### src/rtl/fir_mac_pkg.sv
// Package: shared control encoding for the FIR MAC engine.
// Assumes: nothing beyond SystemVerilog 2017.
package fir_mac_pkg;
    typedef enum logic [0:0] {
        ST_IDLE = 1'b0,
        ST_RUN  = 1'b1
    } fir_state_e;
endpackage

### src/rtl/fir_sample_ring.sv
// Module: fir_sample_ring
// Holds the TAPS most recent input samples in a circular register array.
// A push writes at the write pointer, which then wraps modulo TAPS. The read
// port returns the sample that is rd_age pushes older than the newest one.
// Assumes: TAPS >= 2 and rd_age < TAPS.
module fir_sample_ring #(
    parameter int TAPS = 8,
    parameter int DW   = 16,
    localparam int PW  = $clog2(TAPS)
) (
    input  logic          clk,
    input  logic          rst_n,
    input  logic          push,
    input  logic [DW-1:0] push_data,
    input  logic [PW-1:0] rd_age,
    output logic [DW-1:0] rd_data
);
    localparam logic [PW-1:0] LAST_SLOT = PW'(TAPS - 1);

    logic [DW-1:0] slots_q [TAPS];
    logic [PW-1:0] wr_ptr_q;
    logic [PW-1:0] newest_q;
    logic [PW:0]   rd_idx_wide;

    // Store a pushed sample and advance the circular write pointer.
    always_ff @(posedge clk) begin
        if (!rst_n) begin
            for (int i = 0; i < TAPS; i++) slots_q[i] <= '0;
            wr_ptr_q <= '0;
            newest_q <= LAST_SLOT;
        end else if (push) begin
            slots_q[wr_ptr_q] <= push_data;
            newest_q          <= wr_ptr_q;
            wr_ptr_q          <= (wr_ptr_q == LAST_SLOT) ? '0 : wr_ptr_q + 1'b1;
        end
    end

    // Map an age to a slot index, wrapping below slot zero.
    always_comb begin
        if ({1'b0, rd_age} <= {1'b0, newest_q})
            rd_idx_wide = {1'b0, newest_q} - {1'b0, rd_age};
        else
            rd_idx_wide = {1'b0, newest_q} + (PW+1)'(TAPS) - {1'b0, rd_age};
    end

    assign rd_data = slots_q[rd_idx_wide[PW-1:0]];
endmodule

### src/rtl/fir_coef_bank.sv
// Module: fir_coef_bank
// A coefficient register bank with one write port and one read port,
// independent of the sample memory so both can be read in the same cycle.
// Assumes: wr_allow is driven low by the controller while a result is pending.
module fir_coef_bank #(
    parameter int TAPS = 8,
    parameter int CW   = 16,
    localparam int PW  = $clog2(TAPS)
) (
    input  logic          clk,
    input  logic          rst_n,
    input  logic          wr_en,
    input  logic          wr_allow,
    input  logic [PW-1:0] wr_idx,
    input  logic [CW-1:0] wr_data,
    input  logic [PW-1:0] rd_idx,
    output logic [CW-1:0] rd_data
);
    logic [CW-1:0] coef_q [TAPS];

    // Write a coefficient only when the controller permits it.
    always_ff @(posedge clk) begin
        if (!rst_n) begin
            for (int i = 0; i < TAPS; i++) coef_q[i] <= '0;
        end else if (wr_en && wr_allow) begin
            coef_q[wr_idx] <= wr_data;
        end
    end

    assign rd_data = coef_q[rd_idx];
endmodule

### src/rtl/fir_mac_unit.sv
// Module: fir_mac_unit
// A single-cycle multiply-accumulate with rounding and saturation. On each
// enabled cycle it adds sample*coef to the accumulator, or to zero when clr
// is set. On the last tap it registers the rounded, clamped result and
// raises out_valid for one cycle.
// Assumes: FRAC >= 1 and AW >= DW + CW + $clog2(TAPS).
module fir_mac_unit #(
    parameter int DW   = 16,
    parameter int CW   = 16,
    parameter int AW   = 40,
    parameter int OW   = 16,
    parameter int FRAC = 15
) (
    input  logic          clk,
    input  logic          rst_n,
    input  logic          en,
    input  logic          clr,
    input  logic          last,
    input  logic [DW-1:0] sample,
    input  logic [CW-1:0] coef,
    output logic          out_valid,
    output logic [OW-1:0] out_data
);
    localparam int PRW = DW + CW;
    localparam logic signed [AW:0] RND_BIAS = (AW+1)'(64'sd1 <<< (FRAC - 1));
    localparam logic signed [AW:0] SAT_HI   = (AW+1)'((64'sd1 <<< (OW - 1)) - 64'sd1);
    localparam logic signed [AW:0] SAT_LO   = (AW+1)'(-(64'sd1 <<< (OW - 1)));

    logic signed [PRW-1:0] product;
    logic signed [AW-1:0]  acc_q;
    logic signed [AW-1:0]  acc_next;
    logic signed [AW:0]    rounded;
    logic signed [AW:0]    scaled;
    logic [OW-1:0]         clamped;

    // Form the product and the next accumulator value.
    always_comb begin
        product  = $signed(sample) * $signed(coef);
        acc_next = (clr ? '0 : acc_q) + {{(AW-PRW){product[PRW-1]}}, product};
    end

    // Round half up, rescale, then clamp to the output range.
    always_comb begin
        rounded = $signed({acc_next[AW-1], acc_next}) + RND_BIAS;
        scaled  = rounded >>> FRAC;
        if (scaled > SAT_HI)      clamped = SAT_HI[OW-1:0];
        else if (scaled < SAT_LO) clamped = SAT_LO[OW-1:0];
        else                      clamped = scaled[OW-1:0];
    end

    // Hold the running sum and publish the result on the last tap.
    always_ff @(posedge clk) begin
        if (!rst_n) begin
            acc_q     <= '0;
            out_valid <= 1'b0;
            out_data  <= '0;
        end else begin
            out_valid <= en && last;
            if (en) acc_q <= acc_next;
            if (en && last) out_data <= clamped;
        end
    end
endmodule

### src/rtl/fir_mac_engine.sv
// Module: fir_mac_engine (top)
// A sequential FIR filter: it accepts one sample, then runs TAPS
// multiply-accumulate cycles over the circular sample history and the
// coefficient bank, and emits one rounded, saturated result.
// Assumes: TAPS >= 2; coefficients are signed Q(FRAC) values.
module fir_mac_engine #(
    parameter int TAPS = 8,
    parameter int DW   = 16,
    parameter int CW   = 16,
    parameter int AW   = 40,
    parameter int FRAC = 15,
    localparam int PW  = $clog2(TAPS)
) (
    input  logic          clk,
    input  logic          rst_n,
    input  logic          in_valid,
    output logic          in_ready,
    input  logic [DW-1:0] in_data,
    input  logic          coef_we,
    input  logic [PW-1:0] coef_addr,
    input  logic [CW-1:0] coef_data,
    output logic          out_valid,
    output logic [DW-1:0] out_data
);
    import fir_mac_pkg::*;

    localparam logic [PW-1:0] LAST_TAP = PW'(TAPS - 1);

    fir_state_e    state_q;
    logic [PW-1:0] tap_q;
    logic          accept;
    logic          running;
    logic [DW-1:0] smp_rd;
    logic [CW-1:0] cf_rd;

    assign in_ready = (state_q == ST_IDLE);
    assign accept   = in_valid && in_ready;
    assign running  = (state_q == ST_RUN);

    // Sequence one MAC per tap after each accepted sample.
    always_ff @(posedge clk) begin
        if (!rst_n) begin
            state_q <= ST_IDLE;
            tap_q   <= '0;
        end else begin
            unique case (state_q)
                ST_IDLE: begin
                    tap_q <= '0;
                    if (accept) state_q <= ST_RUN;
                end
                ST_RUN: begin
                    if (tap_q == LAST_TAP) begin
                        state_q <= ST_IDLE;
                        tap_q   <= '0;
                    end else begin
                        tap_q <= tap_q + 1'b1;
                    end
                end
                default: state_q <= ST_IDLE;
            endcase
        end
    end

    fir_sample_ring #(.TAPS(TAPS), .DW(DW)) u_ring (
        .clk       (clk),
        .rst_n     (rst_n),
        .push      (accept),
        .push_data (in_data),
        .rd_age    (tap_q),
        .rd_data   (smp_rd)
    );

    fir_coef_bank #(.TAPS(TAPS), .CW(CW)) u_coef (
        .clk      (clk),
        .rst_n    (rst_n),
        .wr_en    (coef_we),
        .wr_allow (in_ready),
        .wr_idx   (coef_addr),
        .wr_data  (coef_data),
        .rd_idx   (tap_q),
        .rd_data  (cf_rd)
    );

    fir_mac_unit #(.DW(DW), .CW(CW), .AW(AW), .OW(DW), .FRAC(FRAC)) u_mac (
        .clk       (clk),
        .rst_n     (rst_n),
        .en        (running),
        .clr       (tap_q == '0),
        .last      (tap_q == LAST_TAP),
        .sample    (smp_rd),
        .coef      (cf_rd),
        .out_valid (out_valid),
        .out_data  (out_data)
    );
endmodule

### config.mk
export PLATFORM = sky130hd
export DESIGN_NAME = fir_mac_engine
export DESIGN_NICKNAME = d
export VERILOG_FILES = /design/src/rtl/fir_mac_pkg.sv /design/src/rtl/fir_sample_ring.sv /design/src/rtl/fir_coef_bank.sv /design/src/rtl/fir_mac_unit.sv /design/src/rtl/fir_mac_engine.sv
export SDC_FILE = /design/constraint.sdc
export NUM_CORES = 1
export LEC_CHECK = 0
export BUFFER_PORTS_ARGS = -buffer_cell sky130_fd_sc_hd__buf_2
export CORE_ASPECT_RATIO = 0.7
export CORE_MARGIN = 1.5
export CORE_UTILIZATION = 35
export DETAILED_ROUTE_END_ITERATION = 10
export SYNTH_ARGS = -nofsm -noshare
export SYNTH_HDL_FRONTEND = slang
export SYNTH_SLANG_ARGS = --single-unit
### constraint.sdc
create_clock -name clk -period 22.1 [get_ports clk]
set_input_delay 4.42 -clock clk [delete_from_list [all_inputs] [get_ports clk]]
set_output_delay 4.42 -clock clk [all_outputs]
set_load 0.05 [all_outputs]
==> metrics.yaml <==
outcome: "completed"
dieArea_sq_um: 79000
maxSlewViolCount: 0
endpoint_kind: "register"
crit_family: "adder cells"
start_util_pct: 35.3
post-cts-setup-buffers: 0
cts_root_buffer: "clkbuf_16"
synthFlopType: "edfxtp_1"
synthCells: 2533
skew_ns: 0.0246
ant_nets: 0
cts_resized: 0
clock_path_buffers: 3
maxSlewHeadroom_pct: 22.2
syn2layout_area_growth_pct: 10.6
grt-ovfl-total: 0
avgRoutedWirePerCell_um: 19.1
cpMaxStageDelayCell: "a2111oi_4"
drt-vias-per-instance: 5.09
routabilityCongestion: 0.891
layout-drive-gt1-share_pct: 11.3
hold_viol_final: 0
dr.pass1.iters: 8
synth_top_cells_by_area: "edfxtp_1 (28%), fa_1 (20%), and2_1 (7.2%)"
startpoint_type: "register"
path_class: "register to register"
drt_wl_total_um: 70000
yosysTopAreaCell: "edfxtp_1"
ys_types: 82
min_period_over_period_pct: 63.2
drv_cap: 0
grt_use_total_pct: 18.1
avgSynthCellArea_sq_um: 10.7
die_w_um: 335
fmax_mhz: 71.6
path_buf_inv: 7
clock_sinks: 323
htreeDepth: 2
ys_seq_area_share_pct: 33.4
antenna_found_initial: 3
first_iter_violations: 1421
setup_tns_ns: 0
rsz0062_at_grt: "false"
io_buffers: 56
clk_pin_slew_ns: 0.06
ys_ff_latch: 323
setup_viol: 0
async_flop_share_pct: 0
clock_latency_ns: 0.57
fin_crit_ns: 13.98
synth_top_cell_area_share_pct: 28.4
hold_buffers: 0
drc_errors: 0
diodes: 0
grt_pass1_vias: 19400
cts_buffers: 37
grt_max_degree: 52
ios: 57
cp_common_cell: "fa_1"
num_rows: 85
grt_pass1_wl_um: 111000
synth_edf_count: 256
cts_tree: "yes"
hold_ws_ns: 0.468
vias: 18600
worstPathMaxFanout: 36
worstPathRequired_ns: 22.50
synth_nets: 2965
slowest_delay_ns: 0.94
arrival_ns: 14.38
yosysWarnings: 0
worst_pin_slew_ns: 1.13
syn-cell-area_sq_um: 27000
coreArea_sq_um: 76700
hold_path_depth: 1
hold_class: "register to register"
r2r_cells: 41
dpl.hpwl_um: 52000
fp.dieH_um: 236
cp.depth: 41
fin_nets: 3023
cell usage after synthesis, drive strengths merged, types with 4 or more instances:
library cell,instances
xnor2,70
nor2b,39
a21oi,68
mux4,64
a21boi,4
o32ai,15
o21bai,11
nand4,17
or2,13
o21a,10
nand2,174
edfxtp,256
o211a,9
o211ai,9
o21ai,73
buf,20
nor4,6
nand3,22
nand2b,39
dfxtp,67
or3,4
a41oi,4
a21o,30
and3,5
inv,346
xor2,18
a31oi,4
mux2,23
nor3,23
nor2,197
clkbuf,73
a211oi,6
nor3b,4
fa,264
ha,129
and2,312
mux2i,57
worst register-to-register path, delay by kind of cell (launching register included):
family,cells,cell delay (ns)
buf+inv,7,1.32
fa+ha+maj,10,4.52
compound gates,9,2.87
xor+xnor,4,0.77
mux,2,1.35
flops,1,0.31
simple gates,9,2.67
placed cells by master, fill, tap and decap left out, types with 56 or more instances in the layout:
cell / count
ha_1: 128
o21ai_0: 58
mux2i_1: 57
nor2_1: 197
edfxtp_1: 256
inv_1: 346
fa_1: 264
buf_2: 56
and2_1: 312
xnor2_1: 69
a21oi_1: 67
dfxtp_1: 65
buf_4: 56
nand2_1: 174
mux4_2: 64
kinds of logic (layout without fill, tap and decap cells):
| family | after synthesis | after routing | share of synthesized area, % |
|---|---|---|---|
| AOI/OAI and AO/OA | 277 | 277 | 6.93 |
| and+or+nand+nor | 868 | 868 | 16.7 |
| xor gates and xnor gates | 88 | 88 | 2.88 |
| buffers and inverters | 440 | 527 | 6.21 |
| adders and majority gates | 393 | 393 | 25.5 |
| muxes | 144 | 144 | 8.40 |
| DFF | 323 | 323 | 33.4 |
final cells by class:
cell class,count,area [sq um]
tap,1044,1310
clock buffer,42,945
timing repair buffer,112,701
inverter,347,1300
fill,7440,46800
clock inverter,26,264
sequential,323,9030
multi-input combinational,1770,16400
registers in the layout, indices dropped and copies added, names as in the netlist:
| name | cells |
|---|---|
| u_mac.out_data | 16 |
| u_ring.newest_q | 3 |
| u_mac.acc_q | 40 |
| u_coef.coef_q | 128 |
| running | 1 |
| u_ring.slots_q | 128 |
| u_ring.wr_ptr_q | 3 |
| u_mac.out_valid | 1 |
| tap_q | 3 |
worst paths after layout:
| check | endpoint | slack, ns | start |
|---|---|---|---|
| setup / recovery | u_mac.out_data[1] | 8.12 | tap_q[0] |
| hold / removal | u_mac.acc_q[34] | 0.47 | u_mac.acc_q[34] |
| setup reg to reg | u_mac.out_data[1] | 8.12 | tap_q[0] |
| hold reg to reg | u_mac.acc_q[34] | 0.47 | u_mac.acc_q[34] |
metrics by stage:
step	setup WS [ns]	cell area (sq um)	std cells	util, %
after global placement	8.37	28700	3596	37.4
after global routing	7.24	29900	3664	39.0
final	8.12	29900	3664	39.0
after detailed placement	8.05	28700	3596	37.4
after CTS	8.00	29900	3664	39.0
after floorplan	9.82	27000	2533	-
layer usage:
layer | vias to the layer above | share of wire (%) | track usage (%)
met5 | - | 0.060 | 0
met4 | 6 | 1.8 | 4.09
met3 | 88 | 7.1 | 3.74
met2 | 531 | 44 | 27.6
met1 | 9474 | 47 | 26.2
li1 | 8550 | - | -
Power is left out: the tool's default activity adds up to more than one toggle a clock period on the data nets, which glitch-free logic cannot reach.
